===== src/rtl/dot_pkg.sv =====
package dot_pkg;
   localparam int SIG_W = 16;
   localparam logic [SIG_W-1:0] SIG_POLY = 16'h100B;
   localparam logic [SIG_W-1:0] SIG_SEED = 16'hFFFF;

   typedef enum logic [2:0] {
      ST_IDLE,
      ST_WVIC,
      ST_WAGG,
      ST_RVIC,
      ST_DRN1,
      ST_DRN2,
      ST_FIN
   } dot_state_e;
endpackage


===== src/rtl/dot_bit_picker.sv =====
module dot_bit_picker #(
   parameter int AW = 16,
   parameter int BW = $clog2(AW)
) (
   input  logic [AW-1:0] mask,
   input  logic [BW-1:0] cur,
   input  logic          from_start,
   output logic          found,
   output logic [BW-1:0] idx
);
   // Lowest enabled bit strictly above cur (or lowest overall on a fresh start).
   always_comb begin
      found = 1'b0;
      idx   = '0;
      for (int i = AW - 1; i >= 0; i--) begin
         if (mask[i] && (from_start || i > int'(cur))) begin
            found = 1'b1;
            idx   = BW'(i);
         end
      end
   end
endmodule


===== src/rtl/dot_misr.sv =====
module dot_misr
   import dot_pkg::*;
#(
   parameter int DW = 16
) (
   input  logic             clk,
   input  logic             rst_n,
   input  logic             seed,
   input  logic             en,
   input  logic [DW-1:0]    din,
   output logic [SIG_W-1:0] sig
);
   logic [SIG_W-1:0] fold;

   generate
      if (DW == SIG_W) begin : g_same
         assign fold = din;
      end else if (DW < SIG_W) begin : g_ext
         assign fold = {{(SIG_W - DW){1'b0}}, din};
      end else begin : g_xor
         always_comb begin
            fold = '0;
            for (int i = 0; i < DW; i++) begin
               fold[i % SIG_W] = fold[i % SIG_W] ^ din[i];
            end
         end
      end
   endgenerate

   always_ff @(posedge clk or negedge rst_n) begin
      if (!rst_n) begin
         sig <= SIG_SEED;
      end else if (seed) begin
         sig <= SIG_SEED;
      end else if (en) begin
         sig <= {sig[SIG_W-2:0], 1'b0} ^ (sig[SIG_W-1] ? SIG_POLY : '0) ^ fold;
      end
   end
endmodule


===== src/rtl/dot_resp.sv =====
module dot_resp #(
   parameter int AW = 16,
   parameter int DW = 16
) (
   input  logic          clk,
   input  logic          rst_n,
   input  logic          clear,
   input  logic          rd_issue,
   input  logic [AW-1:0] rd_addr,
   input  logic [DW-1:0] ram_rdata,
   input  logic          cmp_on,
   output logic          cap_vld,
   output logic [DW-1:0] cap_data,
   output logic          fail,
   output logic [AW-1:0] fail_addr
);
   logic          pend;
   logic [AW-1:0] pend_addr;
   logic [AW-1:0] cap_addr;
   logic          mismatch;

   // Stage 1: read issued; stage 2: RAM data valid and registered.
   always_ff @(posedge clk or negedge rst_n) begin
      if (!rst_n) begin
         pend      <= 1'b0;
         pend_addr <= '0;
         cap_vld   <= 1'b0;
         cap_data  <= '0;
         cap_addr  <= '0;
      end else if (clear) begin
         pend    <= 1'b0;
         cap_vld <= 1'b0;
      end else begin
         pend    <= rd_issue;
         cap_vld <= pend;
         if (rd_issue) pend_addr <= rd_addr;
         if (pend) begin
            cap_data <= ram_rdata;
            cap_addr <= pend_addr;
         end
      end
   end

   assign mismatch = cap_vld && cmp_on && (cap_data != {DW{1'b1}});

   // Stage 3: compare registered data, keep only the first failure.
   always_ff @(posedge clk or negedge rst_n) begin
      if (!rst_n) begin
         fail      <= 1'b0;
         fail_addr <= '0;
      end else if (clear) begin
         fail      <= 1'b0;
         fail_addr <= '0;
      end else if (mismatch && !fail) begin
         fail      <= 1'b1;
         fail_addr <= cap_addr;
      end
   end
endmodule


===== src/rtl/dec_open_tester.sv =====
module dec_open_tester
   import dot_pkg::*;
#(
   parameter int AW = 16,
   parameter int DW = 16
) (
   input  logic                     clk,
   input  logic                     rst_n,
   input  logic                     start,
   input  logic [AW-1:0]            bit_mask,
   input  logic [$clog2(AW+1)-1:0]  addr_bits,
   input  logic [AW-1:0]            base_lo,
   input  logic [AW-1:0]            base_hi,
   input  logic                     cmp_en,
   output logic                     busy,
   output logic                     done,
   output logic                     fail,
   output logic [AW-1:0]            fail_addr,
   output logic [15:0]              signature,
   output logic                     ram_en,
   output logic                     ram_we,
   output logic [AW-1:0]            ram_addr,
   output logic [DW-1:0]            ram_wdata,
   input  logic [DW-1:0]            ram_rdata
);
   localparam int IW = $clog2(AW + 1);
   localparam int BW = $clog2(AW);

   generate
      if (AW < 2 || AW > 16) begin : g_bad_aw
         $error("dec_open_tester: AW must lie in 2..16");
      end
      if (DW < 1) begin : g_bad_dw
         $error("dec_open_tester: DW must be at least 1");
      end
   endgenerate

   dot_state_e    state;
   logic [AW-1:0] amask;
   logic [AW-1:0] eff_mask;
   logic [AW-1:0] mask_q, amask_q, lo_q, hi_q;
   logic          cmp_q;
   logic [BW-1:0] cur_bit;
   logic [AW-1:0] base;
   logic [AW-1:0] victim, aggressor;
   logic          take;
   logic          pick_found;
   logic [BW-1:0] pick_idx;
   logic          cap_vld;
   logic [DW-1:0] cap_data;

   // Usable-width mask from the programmed address width.
   generate
      for (genvar g = 0; g < AW; g++) begin : g_amask
         assign amask[g] = (IW'(g) < addr_bits);
      end
   endgenerate

   assign eff_mask = bit_mask & amask;
   assign take     = start && (state == ST_IDLE);

   dot_bit_picker #(.AW(AW), .BW(BW)) u_pick (
      .mask       ((state == ST_IDLE) ? eff_mask : mask_q),
      .cur        (cur_bit),
      .from_start (state == ST_IDLE),
      .found      (pick_found),
      .idx        (pick_idx)
   );

   assign victim    = base & amask_q;
   assign aggressor = victim ^ (AW'(1) << cur_bit);

   always_ff @(posedge clk or negedge rst_n) begin
      if (!rst_n) begin
         state   <= ST_IDLE;
         mask_q  <= '0;
         amask_q <= '0;
         lo_q    <= '0;
         hi_q    <= '0;
         cmp_q   <= 1'b0;
         cur_bit <= '0;
         base    <= '0;
      end else begin
         unique case (state)
            ST_IDLE: begin
               if (take) begin
                  mask_q  <= eff_mask;
                  amask_q <= amask;
                  lo_q    <= base_lo;
                  hi_q    <= base_hi;
                  cmp_q   <= cmp_en;
                  cur_bit <= pick_idx;
                  base    <= base_lo;
                  state   <= pick_found ? ST_WVIC : ST_FIN;
               end
            end
            ST_WVIC: state <= ST_WAGG;
            ST_WAGG: state <= ST_RVIC;
            ST_RVIC: begin
               if (base < hi_q) begin
                  base  <= base + AW'(1);
                  state <= ST_WVIC;
               end else if (pick_found) begin
                  cur_bit <= pick_idx;
                  base    <= lo_q;
                  state   <= ST_WVIC;
               end else begin
                  state <= ST_DRN1;
               end
            end
            ST_DRN1: state <= ST_DRN2;
            ST_DRN2: state <= ST_FIN;
            ST_FIN:  state <= ST_IDLE;
            default: state <= ST_IDLE;
         endcase
      end
   end

   // RAM port drive: one access per element cycle, nothing otherwise.
   always_comb begin
      ram_en    = 1'b0;
      ram_we    = 1'b0;
      ram_addr  = '0;
      ram_wdata = '0;
      unique case (state)
         ST_WVIC: begin
            ram_en    = 1'b1;
            ram_we    = 1'b1;
            ram_addr  = victim;
            ram_wdata = {DW{1'b1}};
         end
         ST_WAGG: begin
            ram_en    = 1'b1;
            ram_we    = 1'b1;
            ram_addr  = aggressor;
         end
         ST_RVIC: begin
            ram_en    = 1'b1;
            ram_addr  = victim;
         end
         default: ;
      endcase
   end

   dot_resp #(.AW(AW), .DW(DW)) u_resp (
      .clk       (clk),
      .rst_n     (rst_n),
      .clear     (take),
      .rd_issue  (state == ST_RVIC),
      .rd_addr   (victim),
      .ram_rdata (ram_rdata),
      .cmp_on    (cmp_q),
      .cap_vld   (cap_vld),
      .cap_data  (cap_data),
      .fail      (fail),
      .fail_addr (fail_addr)
   );

   dot_misr #(.DW(DW)) u_misr (
      .clk   (clk),
      .rst_n (rst_n),
      .seed  (take),
      .en    (cap_vld),
      .din   (cap_data),
      .sig   (signature)
   );

   assign busy = (state != ST_IDLE) && (state != ST_FIN);
   assign done = (state == ST_FIN);
endmodule


===== config.mk =====
export PLATFORM = sky130hd
export DESIGN_NAME = dec_open_tester
export DESIGN_NICKNAME = d
export VERILOG_FILES = /design/src/rtl/dot_pkg.sv /design/src/rtl/dot_bit_picker.sv /design/src/rtl/dot_misr.sv /design/src/rtl/dot_resp.sv /design/src/rtl/dec_open_tester.sv
export SDC_FILE = /design/constraint.sdc
export NUM_CORES = 1
export LEC_CHECK = 0
export BUFFER_PORTS_ARGS = -buffer_cell sky130_fd_sc_hd__buf_2
export CAP_MARGIN = 20
export CORE_MARGIN = 5
export CORE_UTILIZATION = 50
export DETAILED_ROUTE_END_ITERATION = 16
export GPL_TIMING_DRIVEN = 0
export HOLD_SLACK_MARGIN = 0.06
export PLACE_DENSITY = 0.72
export SYNTH_ARGS = -nofsm -noshare
export SYNTH_HDL_FRONTEND = slang
export SYNTH_SLANG_ARGS = --single-unit

===== constraint.sdc =====
create_clock -name clk -period 6.6 [get_ports clk]
set_input_delay 0.66 -clock clk [delete_from_list [all_inputs] [get_ports clk]]
set_output_delay 0.66 -clock clk [all_outputs]
set_load 0.02 [all_outputs]

# Yosys cells after proc, flatten, opt, wreduce, memory -nomap -nowiden

Index checks and enable logic that the tools add are counted.

Shift operators: 1
Add/sub/neg operators: 1
Eq/ne operators: 12
Reductions and logical operators: 50
Bitwise operators: 6
$lt $le $gt $ge: 32
Muxes and demuxes: 59

Operators with widths:

| operator                | number |
|---|---|
| $mux W16                | 9 |
| $mux W4                 | 19 |
| $pmux W16 S2            | 2 |
| $xor A16 B16 Y16        | 3 |
| $lt A4 B5 Y1 const A    | 8 |
| $and A16 B16 Y16        | 2 |
| $gt A4 B4 Y1 const A    | 8 |
| $mux W1                 | 22 |
| $logic_and A1 B1 Y1     | 21 |
| $lt A3 B5 Y1 const A    | 4 |
| $pmux W3 S6             | 1 |
| $add A16 B1 Y16 const B | 1 |
| $gt A3 B4 Y1 const A    | 4 |
| $lt A16 B16 Y1          | 1 |
| $ne A16 B16 Y1 const B  | 1 |
| $shl A1 B4 Y16 const A  | 1 |
| $logic_or A1 B1 Y1      | 15 |
| $mux W13                | 1 |
| $mux W3                 | 4 |
| $lt A1 B5 Y1 const A    | 2 |
| $lt A2 B5 Y1 const A    | 2 |
| $eq A3 B3 Y1 const B    | 3 |
| $gt A2 B4 Y1 const A    | 2 |
| $pmux W4 S2             | 1 |
| other kinds (15)        | 24 |

Bits in registers: 171
Logic and storage cells: 177
Input port bits: 73

# Longest topological paths before layout

Gate-level depths: netlist of run 1.

Depth in word-level cells: 23
Mapped depth: 11
Mapped depth without buffers: 9

# Cells and area by module

A second synthesis of run 1 with hierarchy kept.

Cells, all modules: 1006
Area total of the unflattened synthesis: 9671.8 µm²

Modules (own cells, without submodules):

| module          | instances | area each (µm²) | seq. area each (µm²) | cells an instance |
|---|---|---|---|---|
| dec_open_tester | 1         | 5529.1          | 2202.1               | 671 |
| dot_resp        | 1         | 2743.9          | 1676.6               | 184 |
| dot_misr        | 1         | 868.3           | 420.4                | 69 |
| dot_bit_picker  | 1         | 530.5           | 0.0                  | 82 |

# Least setup slack after synthesis of run 1

Ideal clock, no wire load.

Path kind: input to register
Start: input addr_bits[1]
End: register cur_bit[1]
Stages: 8
Slack: 3829 ps
Setup time: 125 ps
Arrival time: 2647 ps
Path through: buf_6 a311o_1 a221oi_1 o21ai_0 nor4_4 nand3_2 o221ai_2 mux2_2

Longest elaborated chain between the ends: 23
Elaborated cells on any way between the ends: 72
Classes of those cells: order compare (16); eq/ne (1); mux (37); bitwise (1); reduce/logical (17)

Ends and longest elaborated chain:

| what                   | line                   | text |
|---|---|---|
| start: declaration     | dec_open_tester.sv:11  | `input logic [$clog2(AW+1)-1:0] addr_bits,` |
| $lt A4 B5 Y1           | dec_open_tester.sv:55  | `assign amask[g] = (IW'(g) < addr_bits);` |
| $and A16 B16 Y16 *     | dec_open_tester.sv:59  | `assign eff_mask = bit_mask & amask;` |
| $mux W16 *             | dec_open_tester.sv:63  | `.mask ((state == ST_IDLE) ? eff_mask : mask_q),` |
| $logic_and A1 B1 Y1    | dot_bit_picker.sv:16   | `if (mask[i] && (from_start \|\| i > int'(cur))) begin` |
| $mux W4 (16 in series) | dot_bit_picker.sv:16   |  |
| $mux W4                | dec_open_tester.sv:103 | `end else if (pick_found) begin` |
| $mux W4                | dec_open_tester.sv:100 | `if (base < hi_q) begin` |
| $pmux W4 S2            | dec_open_tester.sv:84  | `unique case (state)` |
| end signal: assignment | dec_open_tester.sv:92  | `cur_bit <= pick_idx;` |
| end signal: assignment | dec_open_tester.sv:104 | `cur_bit <= pick_idx;` |
| end: declaration       | dec_open_tester.sv:43  | `logic [BW-1:0] cur_bit;` |

Every way passes the cells marked *; elsewhere a longest branch is shown, timed or not. The select of a mux whose other input is x is not followed.
A chain may end at the register's enable or synchronous reset.

# Worst setup path after layout of run 1

Start: register cur_bit[1]
End: output ram_addr[10]

Longest elaborated chain between the ends: 3

Ends and longest elaborated chain:

| what             | line                   | text |
|---|---|---|
| $shl A1 B4 Y16   | dec_open_tester.sv:71  | `assign aggressor = victim ^ (AW'(1) << cur_bit);` |
| $xor A16 B16 Y16 | dec_open_tester.sv:71  |  |
| $pmux W16 S2     | dec_open_tester.sv:125 | `unique case (state)` |
| end: declaration | dec_open_tester.sv:22  | `output logic [AW-1:0] ram_addr,` |

No other way between the ends.

==> flow_summary.toml, run 1 <==
[floorplan]
dieArea_um2 = 20700
die_h_um = 143.9
start_util_pct = 50.41
die_w_um = 143.9
core_area_um2 = 17780
io_pins = 142
placementRows = 49

[final_layout]
layout-drive-gt1-share_pct = 22.80
seqCellArea_um2 = 4274
final_common_cell = "nand2_1"
area_delta_synth_final_pct = 17.79
multi_input_area_um2 = 4210
fillers = 1585
final_cell_mix = "nand2_1, dfrtp_1, buf_2"
antennaDiodeCount = 0
nNetsFinal = 1225

[power_and_ir_drop]
p_int_uw = 3226
seqPwrFrac_pct = 33.2
clkPwrFrac_pct = 16.8
p_per_area_nw_per_um2 = 547.9
switching_share_pct = 44.22
vdd_ir_drop_max_v = 0.0002407
p_leak_uw = 0.004905
p_comb_share_pct = 50.1
power.switching_uw = 2557

[critical_path]
cp_slowest_stage_delay_ns = 0.51
worstPathArrival_ns = 2.80
crit_buf_inv = 3
path_common_cell = "clkbuf_1"
end_kind = "primary output"
worstSetupPathType = "reg2out"
start_kind = "register"
crit_path_top_delay_cell = "nor2b_1"
crit_fanout = 10
crit_family = "buffers and inverters"
worst_ep_required_time_ns = 5.94
crit_chain = "clkbuf_1, clkbuf_1, nor2b_1, and4b_1, o21ai_0, a21oi_1, buf_2"

[cts]
clock_latency_ns = 0.43
clkSlewWorstSetupHoldPaths_ns = 0.07
cts_tree = "done"
post_cts_buffers = 0
cts_max_level = 4
cts_root_buf = "clkbuf_16"
cts_buffers = 17
cts_resized = 0
postCtsHoldBufs = 0
cts_buffer_depth = 2
clock-sinks = 170

[sta]
setup_viol = 0
slew_viol_final = 0
clock_skew_ns = 0.01012
max-slew-margin-rel_pct = 39.22
period_share_pct = 52.43
fmax_mhz = 289.0
worst_slew_pin_slew_ns = 0.9083
timing.setup.tns_ns = 0
period_minus_slack_ns = 3.460
layout_setup_ws_ns = 3.140
rsz0062_at_grt = "false"
holdWs_ns = 0.1520
hold_viol_final = 0

[synth]
synth.area.top_cells = "dfrtp_1, nand2_1, o21ai_0"
synth.avg_cell_area_um2 = 9.192
ys.flop_type = "dfrtp_1"
ys_types = 74
synth_top_area_share_pct = 43.00
syn_inst = 975
syn_area_um2 = 8962
ys_warn_count = 0
seq_area_frac_synth_pct = 47.69
synth_edf_count = 0
async_flop_share_pct = 100.0
yosys.area.top_type = "dfrtp_1"
synth_nets = 1064
ys_ff_latch = 170

[routing]
drt_iter0_markers = 673
drt-total-wl_um = 25160
antenna_left = 0
drc = 0
wl_per_cell_um = 18.26
dr.pass1.iters = 6
vias_per_cell = 5.652
vias = 7788

[outcome]
status = "finished clean"

[global_routing]
grt_usage_pct = 24.64
overflow = 0
grt_start_max_net_pins = 114
antenna_found_initial = 0
grt_first_pass_wirelength_um = 40030
grt_pass1_vias = 7396

[placement]
place_ws_ns = 3.037
io_buffers = 141
place_congestion = 0.9351
dp.final_hpwl_um = 18760

[run]
maxCapViolCount = 0

[worst_hold_path]
hold_class = "in2async"
==> cell usage after synthesis, drive strengths merged, types with 12 or more instances <==
master  count
a21oi      50
buf        37
clkbuf     39
dfrtp     154
dfstp      16
ha         16
inv        25
mux2       35
mux2i      28
nand2     217
nand3      20
nand4      12
nor2       48
nor3       15
o21ai     113
xnor2      23
==> per-layer routing <==
| metal | vias to the layer above | GRT usage (%) | part of all wire [%] |
|---|---|---|---|
| met2 | 322 | 38.71 | 47 |
| met5 | - | 0 | 0 |
| li1 | 3693 | - | - |
| met1 | 3730 | 34.56 | 44 |
| met4 | 0 | 8.424 | 2.8 |
| met3 | 43 | 4.459 | 6.8 |
==> path summary, 6_finish.rpt <==
kind	startpoint	end	slack (ns)	cells past startpoint
worst min-delay path	rst_n	u_resp.cap_data[4]	0.15	1
min in group clk	cmp_en	cmp_q	0.43	3
worst max-delay path	cur_bit[1]	ram_addr[10]	3.14	7
max in group asynchronous	rst_n	mask_q[15]	5.53	2
worst max register to register	state[2]	amask_q[8]	3.28	9
worst min register to register	amask_q[6]	amask_q[6]	0.47	2
==> state kept, by name (all words and copies together), names as in the netlist, 16 cells and up <==
signal            cells
amask_q              16
base                 16
hi_q                 16
lo_q                 16
u_misr.sig           16
u_resp.cap_addr      16
u_resp.cap_data      16
u_resp.fail_addr     16
u_resp.pend_addr     16
==> power groups by stage <==
stage          clock network [uW]  logic, uW  registers [uW]
2_1_floorplan                   0       2030            1920
3_3_place_gp                    0       2810            1920
3_5_place_dp                    0       2870            1930
4_1_cts                       980       2890            1920
5_1_grt                      1020       3210            1980
6_report                      969       2900            1920
==> through the flow <==
stage	area (um2)	instances	power, uW	util, %
after floorplan	8962	975	3945	-
after global placement	9955	1345	4730	55.99
after detailed placement	9992	1346	4805	56.20
after CTS	10560	1378	5785	59.37
after global routing	10560	1378	6209	59.37
final	10560	1378	5784	59.37
==> kinds of logic after synthesis <==
kind of cell / after synthesis / share of synthesized area [%]
compound gates: 237 / 16.19
flops: 170 / 47.69
xor+xnor: 32 / 3.127
fa+ha+maj: 16 / 2.234
buf+inv: 101 / 5.333
simple gates: 356 / 17.90
mux: 63 / 7.525
==> area by class of cell <==
class	count	area share, %
clock inverter	12	1.114
timing repair buffer	142	7.040
multi-input combinational	704	39.88
tap	229	2.714
inverter	25	0.8889
clock buffer	20	4.231
buffer	76	3.639
sequential	170	40.49
(Power assumes the default switching activity.)
==> run 2, diff against run 1 <==
clock period = 3.63 ns   (was 6.6 ns; I/O delays follow)
==> flow_summary.toml, run 2 (synthesis results as in run 1) <==
[cts]
cts_max_level = 4
clock-sinks = 170
cts_tree = "done"
clkSlewWorstSetupHoldPaths_ns = 0.07
cts_root_buf = "clkbuf_16"
cts_resized = 0
clock_latency_ns = 0.43
post_cts_buffers = 0
cts_buffer_depth = 2
cts_buffers = 17
postCtsHoldBufs = 1

[power_and_ir_drop]
seqPwrFrac_pct = 33.1
power.switching_uw = 4661
switching_share_pct = 44.27
p_per_area_nw_per_um2 = 996.3
p_int_uw = 5867
power_uw = 10530
p_comb_share_pct = 50.1
vdd_ir_drop_max_v = 0.0004370
p_leak_uw = 0.004909
clkPwrFrac_pct = 16.8

[routing]
vias_per_cell = 5.641
drt-total-wl_um = 25200
vias = 7779
dr.pass1.iters = 5
antenna_left = 0
drt_iter0_markers = 782
wl_per_cell_um = 18.27
drc = 0

[global_routing]
grt_first_pass_wirelength_um = 40050
grt_start_max_net_pins = 114
busiest_layer = "met2"
overflow = 0
grt_use_met1_pct = 34.56
grt_pass1_vias = 7408
antenna_found_initial = 0
grtUsageMet3_pct = 4.459
met2_usage_pct = 38.76
grt_usage_pct = 24.65

[final_layout]
layout-drive-gt1-share_pct = 22.78
antennaDiodeCount = 0
nNetsFinal = 1226
fillers = 1584
fin_area_um2 = 10570
final_cell_mix = "nand2_1, dfrtp_1, buf_2"
final_common_cell = "nand2_1"
area_delta_synth_final_pct = 17.90

[placement]
place_congestion = 0.9351
io_buffers = 141
dp.final_hpwl_um = 18760
place_ws_ns = 0.3642
placed_area_um2 = 9992

[floorplan]
io_pins = 142
die_h_um = 143.9
core_area_um2 = 17780
placementRows = 49
start_util_pct = 50.41
dieArea_um2 = 20700
die_w_um = 143.9

[critical_path]
worstPathArrival_ns = 3.69
rr_worst_depth = 9
startpoint = "state[2]"
critPathCapture = "amask_q[8]"
worst-r2r-setup-slack_ns = 0.31
rr_endpoint = "amask_q[8]"
worst_ep_required_time_ns = 3.99
crit_path_top_delay_cell = "clkbuf_1"
path_common_cell = "clkbuf_1"
crit_chain = "clkbuf_1, nor3_4, buf_2, and2_1, clkbuf_1, clkbuf_1, clkbuf_1, o21ai_0, nand2_1"
worstSetupPathType = "reg2reg"
r2r-start = "state[2]"
end_kind = "register"
crit_fanout = 10
cp_slowest_stage_delay_ns = 0.52
start_kind = "register"

[sta]
period_minus_slack_ns = 3.323
setup_viol = 0
slew_viol_final = 0
period_share_pct = 91.55
worst_slew_pin_slew_ns = 0.9066
layout_setup_ws_ns = 0.3067
fmax_mhz = 300.9
clock_skew_ns = 0.009802
rsz0062_at_grt = "false"
hold_viol_final = 0
max-slew-margin-rel_pct = 39.33

[outcome]
status = "finished clean"

[worst_hold_path]
whs_path_depth = 3
hold_class = "in2reg"

[run]
maxCapViolCount = 0
-- run 2: cell types whose count changed in the layout (fill, tap and decap cells not counted) --
cell           before  now
dlygate4sd3_1       0    1
-- run 2: cell type report --
cell class / instances / area, um2 / share of cell area, %
Buffer: 76 / 384.1 / 3.635
Clock buffer: 20 / 446.7 / 4.227
Clock inverter: 12 / 117.6 / 1.113
Inverter: 25 / 93.84 / 0.8881
Multi-Input combinational cell: 704 / 4210 / 39.85
Sequential cell: 170 / 4274 / 40.45
Tap cell: 229 / 286.5 / 2.712
Timing Repair Buffer: 143 / 753.2 / 7.128
-- run 2: metrics by stage --
stage / hold WS, ns / cells / utilization, % / setup TNS (ns)
2_1_floorplan: 0.06741 / 975 / - / 0
3_3_place_gp: 0.4494 / 1345 / 55.99 / -67.59
3_5_place_dp: 0.3188 / 1346 / 56.20 / 0
4_1_cts: 0.1152 / 1379 / 59.43 / 0
5_1_grt: 0.1186 / 1379 / 59.43 / 0
6_report: 0.1274 / 1379 / 59.43 / 0
-- run 2: how the worst min path moves through the flow --
stage                          start                 end  slack (ns)
after floorplan                rst_n          amask_q[0]        0.07
after global placement    amask_q[6]          amask_q[6]        0.45
after detailed placement       rst_n  u_resp.cap_data[4]        0.32
after CTS                     cmp_en               cmp_q        0.12
after global routing          cmp_en               cmp_q        0.12
final                         cmp_en               cmp_q        0.13
-- run 2: worst max-delay path: cells and delay by family, from the launching register on --
kind	cells	cell delay, ns
flip-flops	1	0.38
buffers and inverters	5	1.85
AND/OR/NAND/NOR	3	0.67
AO/OA/AOI/OAI	1	0.34
-- run 2: power by group through the flow --
stage	logic [uW]	registers [uW]	clock network (uW)
6_report	5270	3490	1770
5_1_grt	5830	3590	1860
4_1_cts	5260	3480	1780
3_5_place_dp	5220	3510	0
3_3_place_gp	5120	3480	0
2_1_floorplan	3690	3480	0
-- run 2: routing by layer --
layer	up-vias	routed length [um]
li1	3695	-
met1	3722	10990
met2	311	11800
met3	51	1723
met4	0	685
met5	-	0
